`config.mk`:
```
export PLATFORM = sky130hd
export DESIGN_NAME = mchk_ctrl
export DESIGN_NICKNAME = d
export VERILOG_FILES = /design/src/rtl/mchk_pkg.sv /design/src/rtl/mchk_mask.sv /design/src/rtl/mchk_fsm.sv /design/src/rtl/mchk_outreg.sv /design/src/rtl/mchk_ctrl.sv
export SDC_FILE = /design/constraint.sdc
export NUM_CORES = 1
export LEC_CHECK = 0
export ABC_AREA = 0
export BUFFER_PORTS_ARGS = -buffer_cell sky130_fd_sc_hd__buf_4
export CAP_MARGIN = 20
export CORE_MARGIN = 4
export CORE_UTILIZATION = 50
export DETAILED_ROUTE_END_ITERATION = 6
export PLACE_DENSITY_LB_ADDON = 0.12
export SYNTH_ARGS = -nofsm -noshare
export SYNTH_HDL_FRONTEND = slang
export SYNTH_SLANG_ARGS = --single-unit
```
`constraint.sdc`:
```
create_clock -name clk -period 2.5 [get_ports clk]
set_input_delay 0.25 -clock clk [delete_from_list [all_inputs] [get_ports clk]]
set_output_delay 0.25 -clock clk [all_outputs]
set_load 0.005 [all_outputs]
```
`src/rtl/mchk_pkg.sv`:
```
package mchk_pkg;
  localparam int MODE_W = 3;
  localparam int CLS_W  = 2;
  localparam int DMG_W  = 2;

  localparam logic [MODE_W-1:0] M_NORMAL  = 3'd0;
  localparam logic [MODE_W-1:0] M_HARD    = 3'd1;
  localparam logic [MODE_W-1:0] M_NORETRY = 3'd2;
  localparam logic [MODE_W-1:0] M_DISABLE = 3'd3;
  localparam logic [MODE_W-1:0] M_STOPLOG = 3'd4;

  localparam logic [CLS_W-1:0] C_RETRY = 2'd0;
  localparam logic [CLS_W-1:0] C_UNRET = 2'd1;
  localparam logic [CLS_W-1:0] C_CLOCK = 2'd2;

  localparam logic [DMG_W-1:0] D_NONE = 2'd0;
  localparam logic [DMG_W-1:0] D_IPD  = 2'd1;
  localparam logic [DMG_W-1:0] D_SD   = 2'd2;

  typedef enum logic [3:0] {
    S_IDLE, S_RETRY, S_MSLOG, S_STLOG, S_IRQ,
    S_STOP, S_HSTOP, S_CSLOG, S_CHK
  } st_e;

  function automatic logic [MODE_W-1:0] legal_mode(input logic [MODE_W-1:0] m);
    return (m > M_STOPLOG) ? M_NORMAL : m;
  endfunction

  function automatic logic [DMG_W-1:0] dmg_of(input logic [CLS_W-1:0] c);
    return (c == C_RETRY) ? D_IPD : D_SD;
  endfunction
endpackage

```
`src/rtl/mchk_mask.sv`:
```
module mchk_mask #(
  parameter int            W       = 8,
  parameter logic [W-1:0]  RST_VAL = 'h3,
  parameter int            PSW_BIT = W-1
) (
  input  logic         clk,
  input  logic         rst,
  input  logic         clr_i,
  input  logic         wr_i,
  input  logic [W-1:0] wd_i,
  input  logic         psw_ld_i,
  input  logic         psw_bit_i,
  output logic [W-1:0] mask_o
);
  logic [W-1:0] mask_q;

  always_ff @(posedge clk) begin
    if (rst || clr_i) begin
      mask_q <= RST_VAL;
    end else if (wr_i) begin
      mask_q <= wd_i;
    end else if (psw_ld_i) begin
      mask_q[PSW_BIT] <= psw_bit_i;
    end
  end

  assign mask_o = mask_q;
endmodule

```
`src/rtl/mchk_fsm.sv`:
```
module mchk_fsm
  import mchk_pkg::*;
(
  input  logic              clk,
  input  logic              rst,
  input  logic [MODE_W-1:0] mode_i,
  input  logic              err_valid_i,
  input  logic [CLS_W-1:0]  err_cls_i,
  input  logic              go_i,
  input  logic              clr_i,
  input  logic              cse_i,
  input  logic              retry_ack_i,
  input  logic              mslog_ack_i,
  input  logic              stlog_ack_i,
  input  logic              irq_ack_i,
  output st_e               state_d,
  output logic [CLS_W-1:0]  cls_d
);
  st_e               state_q;
  logic [MODE_W-1:0] mode_q, mode_d;
  logic [CLS_W-1:0]  cls_q;
  logic              busy_q, busy_d;
  logic              esc;
  st_e               after_ms;

  // a further non-retryable error during a normal-mode sequence escalates
  assign esc = busy_q && (mode_q == M_NORMAL) && cse_i &&
               err_valid_i && (err_cls_i != C_RETRY);

  always_comb begin
    unique case (mode_q)
      M_NORMAL:  after_ms = (cls_q == C_RETRY) ? S_IDLE : S_STLOG;
      M_HARD:    after_ms = S_STLOG;
      M_NORETRY: after_ms = S_IRQ;
      M_STOPLOG: after_ms = S_STOP;
      default:   after_ms = S_IDLE;
    endcase
  end

  always_comb begin
    state_d = state_q;
    mode_d  = mode_q;
    cls_d   = cls_q;
    busy_d  = busy_q;
    if (clr_i) begin
      state_d = S_IDLE;
      busy_d  = 1'b0;
    end else begin
      unique case (state_q)
        S_IDLE: begin
          if (err_valid_i) begin
            mode_d = legal_mode(mode_i);
            cls_d  = err_cls_i;
            unique case (legal_mode(mode_i))
              M_NORMAL: begin
                busy_d = 1'b1;
                if (err_cls_i == C_CLOCK && cse_i) state_d = S_CSLOG;
                else if (err_cls_i == C_RETRY)    state_d = S_RETRY;
                else                              state_d = S_MSLOG;
              end
              M_HARD:    state_d = S_HSTOP;
              M_NORETRY: begin state_d = S_MSLOG; busy_d = 1'b1; end
              M_STOPLOG: begin state_d = S_RETRY; busy_d = 1'b1; end
              default:   state_d = S_IDLE;
            endcase
          end
        end
        S_RETRY: begin
          if (esc)              state_d = S_CSLOG;
          else if (retry_ack_i) state_d = S_MSLOG;
        end
        S_MSLOG: begin
          if (esc) state_d = S_CSLOG;
          else if (mslog_ack_i) begin
            state_d = after_ms;
            if (after_ms == S_IDLE || after_ms == S_STOP) busy_d = 1'b0;
          end
        end
        S_STLOG: begin
          if (esc)              state_d = S_CSLOG;
          else if (stlog_ack_i) state_d = S_IRQ;
        end
        S_IRQ: begin
          if (esc) state_d = S_CSLOG;
          else if (irq_ack_i) begin
            state_d = S_IDLE;
            busy_d  = 1'b0;
          end
        end
        S_STOP:  if (go_i) state_d = S_IDLE;
        S_HSTOP: if (go_i) begin state_d = S_MSLOG; busy_d = 1'b1; end
        S_CSLOG: if (mslog_ack_i) begin state_d = S_CHK; busy_d = 1'b0; end
        S_CHK:   state_d = S_CHK;
        default: state_d = S_IDLE;
      endcase
    end
  end

  always_ff @(posedge clk) begin
    if (rst) begin
      state_q <= S_IDLE;
      mode_q  <= M_NORMAL;
      cls_q   <= C_RETRY;
      busy_q  <= 1'b0;
    end else begin
      state_q <= state_d;
      mode_q  <= mode_d;
      cls_q   <= cls_d;
      busy_q  <= busy_d;
    end
  end
endmodule

```
`src/rtl/mchk_outreg.sv`:
```
module mchk_outreg
  import mchk_pkg::*;
(
  input  logic             clk,
  input  logic             rst,
  input  st_e              state_d,
  input  logic [CLS_W-1:0] cls_d,
  output logic             retry_req_o,
  output logic             mslog_req_o,
  output logic             stlog_req_o,
  output logic             irq_req_o,
  output logic [DMG_W-1:0] dmg_code_o,
  output logic             stopped_o,
  output logic             chkstop_o,
  output logic             pend_o
);
  always_ff @(posedge clk) begin
    if (rst) begin
      retry_req_o <= 1'b0;
      mslog_req_o <= 1'b0;
      stlog_req_o <= 1'b0;
      irq_req_o   <= 1'b0;
      dmg_code_o  <= D_NONE;
      stopped_o   <= 1'b0;
      chkstop_o   <= 1'b0;
      pend_o      <= 1'b0;
    end else begin
      retry_req_o <= (state_d == S_RETRY);
      mslog_req_o <= (state_d == S_MSLOG) || (state_d == S_CSLOG);
      stlog_req_o <= (state_d == S_STLOG);
      irq_req_o   <= (state_d == S_IRQ);
      dmg_code_o  <= (state_d == S_IRQ) ? dmg_of(cls_d) : D_NONE;
      stopped_o   <= (state_d == S_STOP) || (state_d == S_HSTOP) || (state_d == S_CHK);
      chkstop_o   <= (state_d == S_CHK);
      pend_o      <= (state_d == S_HSTOP);
    end
  end
endmodule

```
`src/rtl/mchk_ctrl.sv`:
```
module mchk_ctrl
  import mchk_pkg::*;
#(
  parameter int                MASK_W   = 8,
  parameter logic [MASK_W-1:0] MASK_RST = 'h3,
  parameter int                CSE_BIT  = 1
) (
  input  logic              clk,
  input  logic              rst,
  input  logic [MODE_W-1:0] mode_i,
  input  logic              err_valid_i,
  input  logic [CLS_W-1:0]  err_cls_i,
  input  logic              start_i,
  input  logic              restart_i,
  input  logic              sys_reset_i,
  input  logic              ipl_i,
  input  logic              mask_wr_i,
  input  logic [MASK_W-1:0] mask_wd_i,
  input  logic              psw_ld_i,
  input  logic              psw_bit_i,
  input  logic              retry_ack_i,
  input  logic              mslog_ack_i,
  input  logic              stlog_ack_i,
  input  logic              irq_ack_i,
  output logic              retry_req_o,
  output logic              mslog_req_o,
  output logic              stlog_req_o,
  output logic              irq_req_o,
  output logic [DMG_W-1:0]  dmg_code_o,
  output logic              stopped_o,
  output logic              chkstop_o,
  output logic              pend_o,
  output logic [MASK_W-1:0] mask_o
);
  localparam int PSW_BIT = MASK_W - 1;

  logic             clr;
  logic             go;
  st_e              state_d;
  logic [CLS_W-1:0] cls_d;

  assign clr = sys_reset_i || ipl_i;
  assign go  = start_i || restart_i;

  mchk_mask #(.W(MASK_W), .RST_VAL(MASK_RST), .PSW_BIT(PSW_BIT)) u_mask (
    .clk       (clk),
    .rst       (rst),
    .clr_i     (clr),
    .wr_i      (mask_wr_i),
    .wd_i      (mask_wd_i),
    .psw_ld_i  (psw_ld_i),
    .psw_bit_i (psw_bit_i),
    .mask_o    (mask_o)
  );

  mchk_fsm u_fsm (
    .clk         (clk),
    .rst         (rst),
    .mode_i      (mode_i),
    .err_valid_i (err_valid_i),
    .err_cls_i   (err_cls_i),
    .go_i        (go),
    .clr_i       (clr),
    .cse_i       (mask_o[CSE_BIT]),
    .retry_ack_i (retry_ack_i),
    .mslog_ack_i (mslog_ack_i),
    .stlog_ack_i (stlog_ack_i),
    .irq_ack_i   (irq_ack_i),
    .state_d     (state_d),
    .cls_d       (cls_d)
  );

  mchk_outreg u_out (
    .clk         (clk),
    .rst         (rst),
    .state_d     (state_d),
    .cls_d       (cls_d),
    .retry_req_o (retry_req_o),
    .mslog_req_o (mslog_req_o),
    .stlog_req_o (stlog_req_o),
    .irq_req_o   (irq_req_o),
    .dmg_code_o  (dmg_code_o),
    .stopped_o   (stopped_o),
    .chkstop_o   (chkstop_o),
    .pend_o      (pend_o)
  );
endmodule

```
# Word level (Yosys, flattened, before mapping)

Index checks and enable logic that the tools add are counted.

Bits in registers: 27
Bits of input ports: 27
Logic and storage cells: 113

Order comparisons: 1
Equality and inequality tests: 33
Mux-type cells: 36
Bitwise operators: 2
Reductions and logical operators: 27

Operator list:

| operator                                                              | count |
|---|---|
| 4-bit two-way mux                                                     | 14 |
| 4-bit by 3-bit equality test with 1-bit output, second input constant | 9 |
| 4-bit case mux with 9 select lines                                    | 1 |
| 4-bit case mux with 4 select lines                                    | 2 |
| 4-bit by 2-bit equality test with 1-bit output, second input constant | 4 |
| 2-bit inequality test, second input constant                          | 8 |
| 2-bit two-way mux                                                     | 6 |
| 1-bit two-way mux                                                     | 11 |
| 10-bit AND reduction                                                  | 1 |
| 4-bit by 1-bit equality test with 1-bit output, second input constant | 2 |
| 4-bit equality test, second input constant                            | 2 |
| 4-bit logical NOT                                                     | 2 |
| 1-bit logical OR                                                      | 7 |
| 3-bit by 1-bit equality test with 1-bit output, second input constant | 2 |
| 3-bit by 2-bit equality test with 1-bit output, second input constant | 2 |
| 3-bit equality test, second input constant                            | 2 |
| 2-bit logical NOT                                                     | 3 |
| 3-bit logical NOT                                                     | 2 |
| 1-bit logical AND                                                     | 5 |
| 1-bit case mux with 5 select lines                                    | 1 |
| 5-bit nonzero test                                                    | 1 |
| 2-bit nonzero test                                                    | 2 |
| 2-bit OR reduction                                                    | 2 |
| 3-bit greater-than comparator, second input constant                  | 1 |
| 6 further kinds                                                       | 7 |

# Longest topological paths before layout

Word-level depth: 11
Mapped depth: 8

# Hierarchy

A second synthesis with hierarchy kept.

Cell total of the unflattened synthesis: 175
Area, all modules: 1,615.3 µm²

By module, submodules not included:

| module      | times used | cells an instance | area each (µm²) | seq. area each (µm²) |
|---|---|---|---|---|
| mchk_fsm    | 1          | 116               | 969.7           | 200.2 |
| mchk_mask   | 1          | 30                | 317.8           | 160.2 |
| mchk_outreg | 1          | 27                | 315.3           | 180.2 |
| mchk_ctrl   | 1          | 2                 | 12.5            | 0.0 |

# Worst setup path after synthesis

OpenSTA, ideal clock, no wires.

Path type: reg-to-reg
Start: register u_fsm.mode_q[0]
End: register u_out.dmg_code_o[1]
Setup time: 73 ps
Arrival: 1,806 ps
Data required time: 2,427 ps
Slack: 621 ps
Cell stages (with the launch flop): 7
Clock period less this slack: 1,879 ps
Cell sequence: dfxtp_1 > or4_1 > nand4_1 > a21oi_1 > a311o_1 > or3_4 > nor3b_2

Word-level cells in the longest chain between the ends: 11

RTL lines:

| item                                                                       | line              | source |
|---|---|---|
| start, declared                                                            | mchk_fsm.sv:20    | `logic [MODE_W-1:0] mode_q, mode_d;` |
| start signal, assigned                                                     | mchk_fsm.sv:107   | `mode_q <= mode_d;` |
| branches (longest 6 deep; another with 4-bit case mux with 4 select lines) | --                |  |
| 4-bit case mux with 9 select lines (*)                                     | mchk_fsm.sv:49    | `unique case (state_q)` |
| 4-bit two-way mux (*)                                                      | mchk_fsm.sv:45    | `if (clr_i) begin` |
| 4-bit by 3-bit equality test with 1-bit output (*)                         | mchk_outreg.sv:32 | `dmg_code_o <= (state_d == S_IRQ) ? dmg_of(cls_d) : D_NONE;` |
| 1-bit NOT (no line) (*)                                                    | --                |  |
| 2-bit OR reduction (no line) (*)                                           | --                |  |
| end signal, assigned                                                       | mchk_outreg.sv:32 |  |
| end, declared                                                              | mchk_outreg.sv:12 | `output logic [DMG_W-1:0] dmg_code_o,` |

Every way passes the cells marked *.
A chain may end at the register's enable or synchronous reset.

# Worst setup path in the final report

Start: register u_fsm.state_q[1]
End: register u_out.dmg_code_o[1]

Word-level cells in the longest chain between the ends: 7

RTL lines:

| item                                               | line              | source |
|---|---|---|
| start, declared                                    | mchk_fsm.sv:19    | `st_e state_q;` |
| start signal, assigned                             | mchk_fsm.sv:106   | `state_q <= state_d;` |
| 4-bit two-way mux (on tied branches) (2 in series) | --                |  |
| 4-bit case mux with 9 select lines                 | mchk_fsm.sv:49    |  |
| 4-bit two-way mux                                  | mchk_fsm.sv:45    |  |
| 4-bit by 3-bit equality test with 1-bit output     | mchk_outreg.sv:32 |  |
| 1-bit NOT (no line)                                | --                |  |
| 2-bit OR reduction (no line)                       | --                |  |

Parallel ways exist; a longest one is shown, timed or not.

==> impl_results.md <==
- Worst vdd ir: approximately 0.36 mV
- Vias after detailed routing: 1406
- Wirelength per Cell: 14.5 um
- Pwr Density: 430 nW/um^2
- Final wirelength: about 3.5 mm
- Reg power frac: between 50% and 60%
- Switching share of power: a little over a quarter
- # resized after CTS: 0
- H-Tree Depth: 1
- Via-to-Cell Ratio: just under 6
- EDFF count, synth: 0
- DRT Pass-1 Iters: 4
- P_int: 0.568 mW
- Io pins: 44
- Setup Viol. Count Final: 0
- # rows: 19
- Critical Path RT: 2.73 ns
- Synth cell types: 47
- Relative slew margins: between 50% and 60%
- Syn avg cell area: 8.39 um^2
- Worst Tran Pin Value: 0.601 ns
- CTS Sinks: 27
- Fill count: 250
- RSZ-0062 raised after global routing: false
- Yosys synthesis warning count: 0
- CP Launch Type: flip-flop
- Skew final: between 0.006 and 0.007 ns
- Iteration-0 DRC Markers: 111
- CTS Hold Bufs: 0
- Ys async rst share: 0%
- DRC viols: 0
- Initial Utilization: between 50% and 60%
- Combinational Power Share: 16.5%
- Cells after synthesis: 171
- Clk network pwr share: between 20% and 30%
- Clock Tree Root: clkbuf_4
- Grt total ovfl: 0
- WHS: a little over 0.09 ns
- Status: finished clean
- Final #Nets: roughly 240
- Num CTS Buffers: 3
- Beginning of the worst register-to-register path: u_fsm.state_q[1]$_SDFF_PP0_
- Final hold violation count: 0
- CTS tree: built
- Vias in the first global route: ~1200
- Top_reg_cell synth: dfxtp_1
- Antenna-violating nets left: 0
- Hold Path Class: in2reg
- Sequential element share of the synthesized area: between 30% and 40%
- Final min period: roughly 2.2 ns
- CP Class: reg2reg
- Worst EP arrival: 2.41 ns
- Max-cap viol count: 0
- Antenna Cells: 0
- GP Congestion: approximately 0.9
- Top cells by area, synth: dfxtp_1 (38%), mux2i_1 (8.4%), nor2_1 (6.5%)
- Syn-to-layout area delta: 24.8%
- Hold Path Origin: rst
- Non-Filler Instances: 241
- First-pass GRT wire length: 5.62 mm
- WHS Path Cells: 2
- Global Route Usage Sum: about 20%
- Net Sw Power: between 0.2 and 0.25 mW
- Worst Setup SP: u_fsm.state_q[1]$_SDFF_PP0_
- Most used standard cell by instance count after synthesis: dfxtp_1
- Leak pwr: about 0.76 nW
- Synthesis-stage register bit count: 27
- Die height: slightly above 60 um
- Die Wd: 61.6 um
- Hold EP: u_fsm.cls_q[1]$_SDFF_PP0_
- I/O Buffers: 43
- Post-synth top cells: dfxtp_1 (27), nor2_1 (25), nor2b_1 (13)
- Core Box Area: ~2800 um^2
- Setup TNS: 0 ns
- Part of the cycle the worst path needs: 87.3%
- Clock Path Buffers: 2
- Skew-Pair Late Insertion Delay: roughly 0.33 ns
- Die Area: approximately 3800 um^2
- Layout cells sized above 1: between 20% and 30%
- CP max FO: 19
- Max-slew violations: 0
- Placed cell count: ~240
- Synth area leader: dfxtp_1
- Dpl hpwl: about 2.7 mm
- Synthesized Nets: a little under 200
- Clock Pin Slew Worst Setup and Hold Paths: ~0.15 ns
- Mapped Area: about 1400 um^2
- Multi-input gate area: ~830 um^2
- Setup crit end kind: flip-flop
- Register-to-Register Path Depth: 6
- Post CTS Setup Buffer Count: 0
- Pin count of the biggest net entering global routing: 20
- Crit Reg-Reg Endpoint: u_out.dmg_code_o[1]$_SDFF_PP0_
- Max Freq: 458 MHz
- R2R Setup Slk: around 0.32 ns
- Number of antenna violations at the first check in global routing: 0
- Register Area: 541 um^2
- Share of the synthesized area in the top cell type: 37.7%
==> layer usage <==
| metal | GRT usage (%) | vias up | wire, um |
|---|---|---|---|
| met5 | 0 | - | 0 |
| met4 | 7.58 | 0 | 66 |
| met3 | 5.24 | 7 | 356 |
| met2 | 32.4 | 81 | 1660 |
| met1 | 25.2 | 619 | 1400 |
| li1 | - | 699 | - |
==> power groups by stage <==
stage	logic, mW	clock network (mW)	registers (mW)
floorplan	0.0729	0	0.452
global placement	0.123	0	0.455
detailed placement	0.126	0	0.456
CTS	0.127	0.203	0.446
global route	0.141	0.224	0.448
finish	0.127	0.197	0.447
==> placed cells by master (no fill, tap or decap), types with 4 or more instances in the layout <==
cell     instances
o21ai_0          8
dfxtp_1         27
a21oi_1         10
nor2_1          25
nand3_1          5
nor2b_1         13
buf_4           44
nand2_1          6
mux2i_1         12
inv_1            4
==> cells by family after synthesis <==
logic type	share of synthesized area [%]
multiplexers	8.37
flip-flops	37.7
buffers and inverters	4.27
XOR/XNOR	1.22
AND/OR/NAND/NOR	29.3
AO/OA/AOI/OAI	19.2
==> sequential cells by signal (all words and copies together) (netlist names), 2 cells and up <==
| register | cells |
|---|---|
| u_out.dmg_code_o | 2 |
| u_mask.mask_o | 8 |
| u_fsm.mode_q | 3 |
| u_fsm.cls_q | 2 |
| u_fsm.state_q | 4 |
==> critical path, stage by stage (launching register included) <==
cell,delay [ns]
dfxtp_1,0.69
o21bai_1,0.14
o221ai_1,0.24
o21ai_0,0.13
a211oi_1,0.56
or3_4,0.27
nor3b_2,0.05
==> how the worst max path moves through the flow <==
stage / end / slack [ns] / cells after the start
after global placement: u_out.dmg_code_o[1]$_SDFF_PP0_ / 0.46 / 6
final: u_out.dmg_code_o[1]$_SDFF_PP0_ / 0.32 / 6
after detailed placement: u_out.dmg_code_o[1]$_SDFF_PP0_ / 0.36 / 6
after global routing: u_out.dmg_code_o[1]$_SDFF_PP0_ / 0.15 / 6
after CTS: u_out.dmg_code_o[1]$_SDFF_PP0_ / 0.33 / 6
after floorplan: u_out.dmg_code_o[1]$_SDFF_PP0_ / 0.62 / 6
==> through the flow <==
step           power [mW]  instance area [um^2]  worst slack [ns]  utilization [%]
6_report            0.770                  1790             0.318             65.0
5_1_grt             0.813                  1790             0.150             65.0
4_1_cts             0.777                  1790             0.334             65.0
3_5_place_dp        0.582                  1760             0.363             63.9
3_3_place_gp        0.578                  1760             0.456             63.9
2_1_floorplan       0.525                  1440             0.621                -
==> area by class of cell <==
cell class,count,share of cell area [%]
Clock buffer,3,1.26
Clock inverter,1,0.419
Inverter,5,1.05
Multi-Input combinational cell,130,46.5
Sequential cell,27,30.2
Tap cell,31,2.16
Timing Repair Buffer,44,18.4
(Power assumes the default switching activity.)
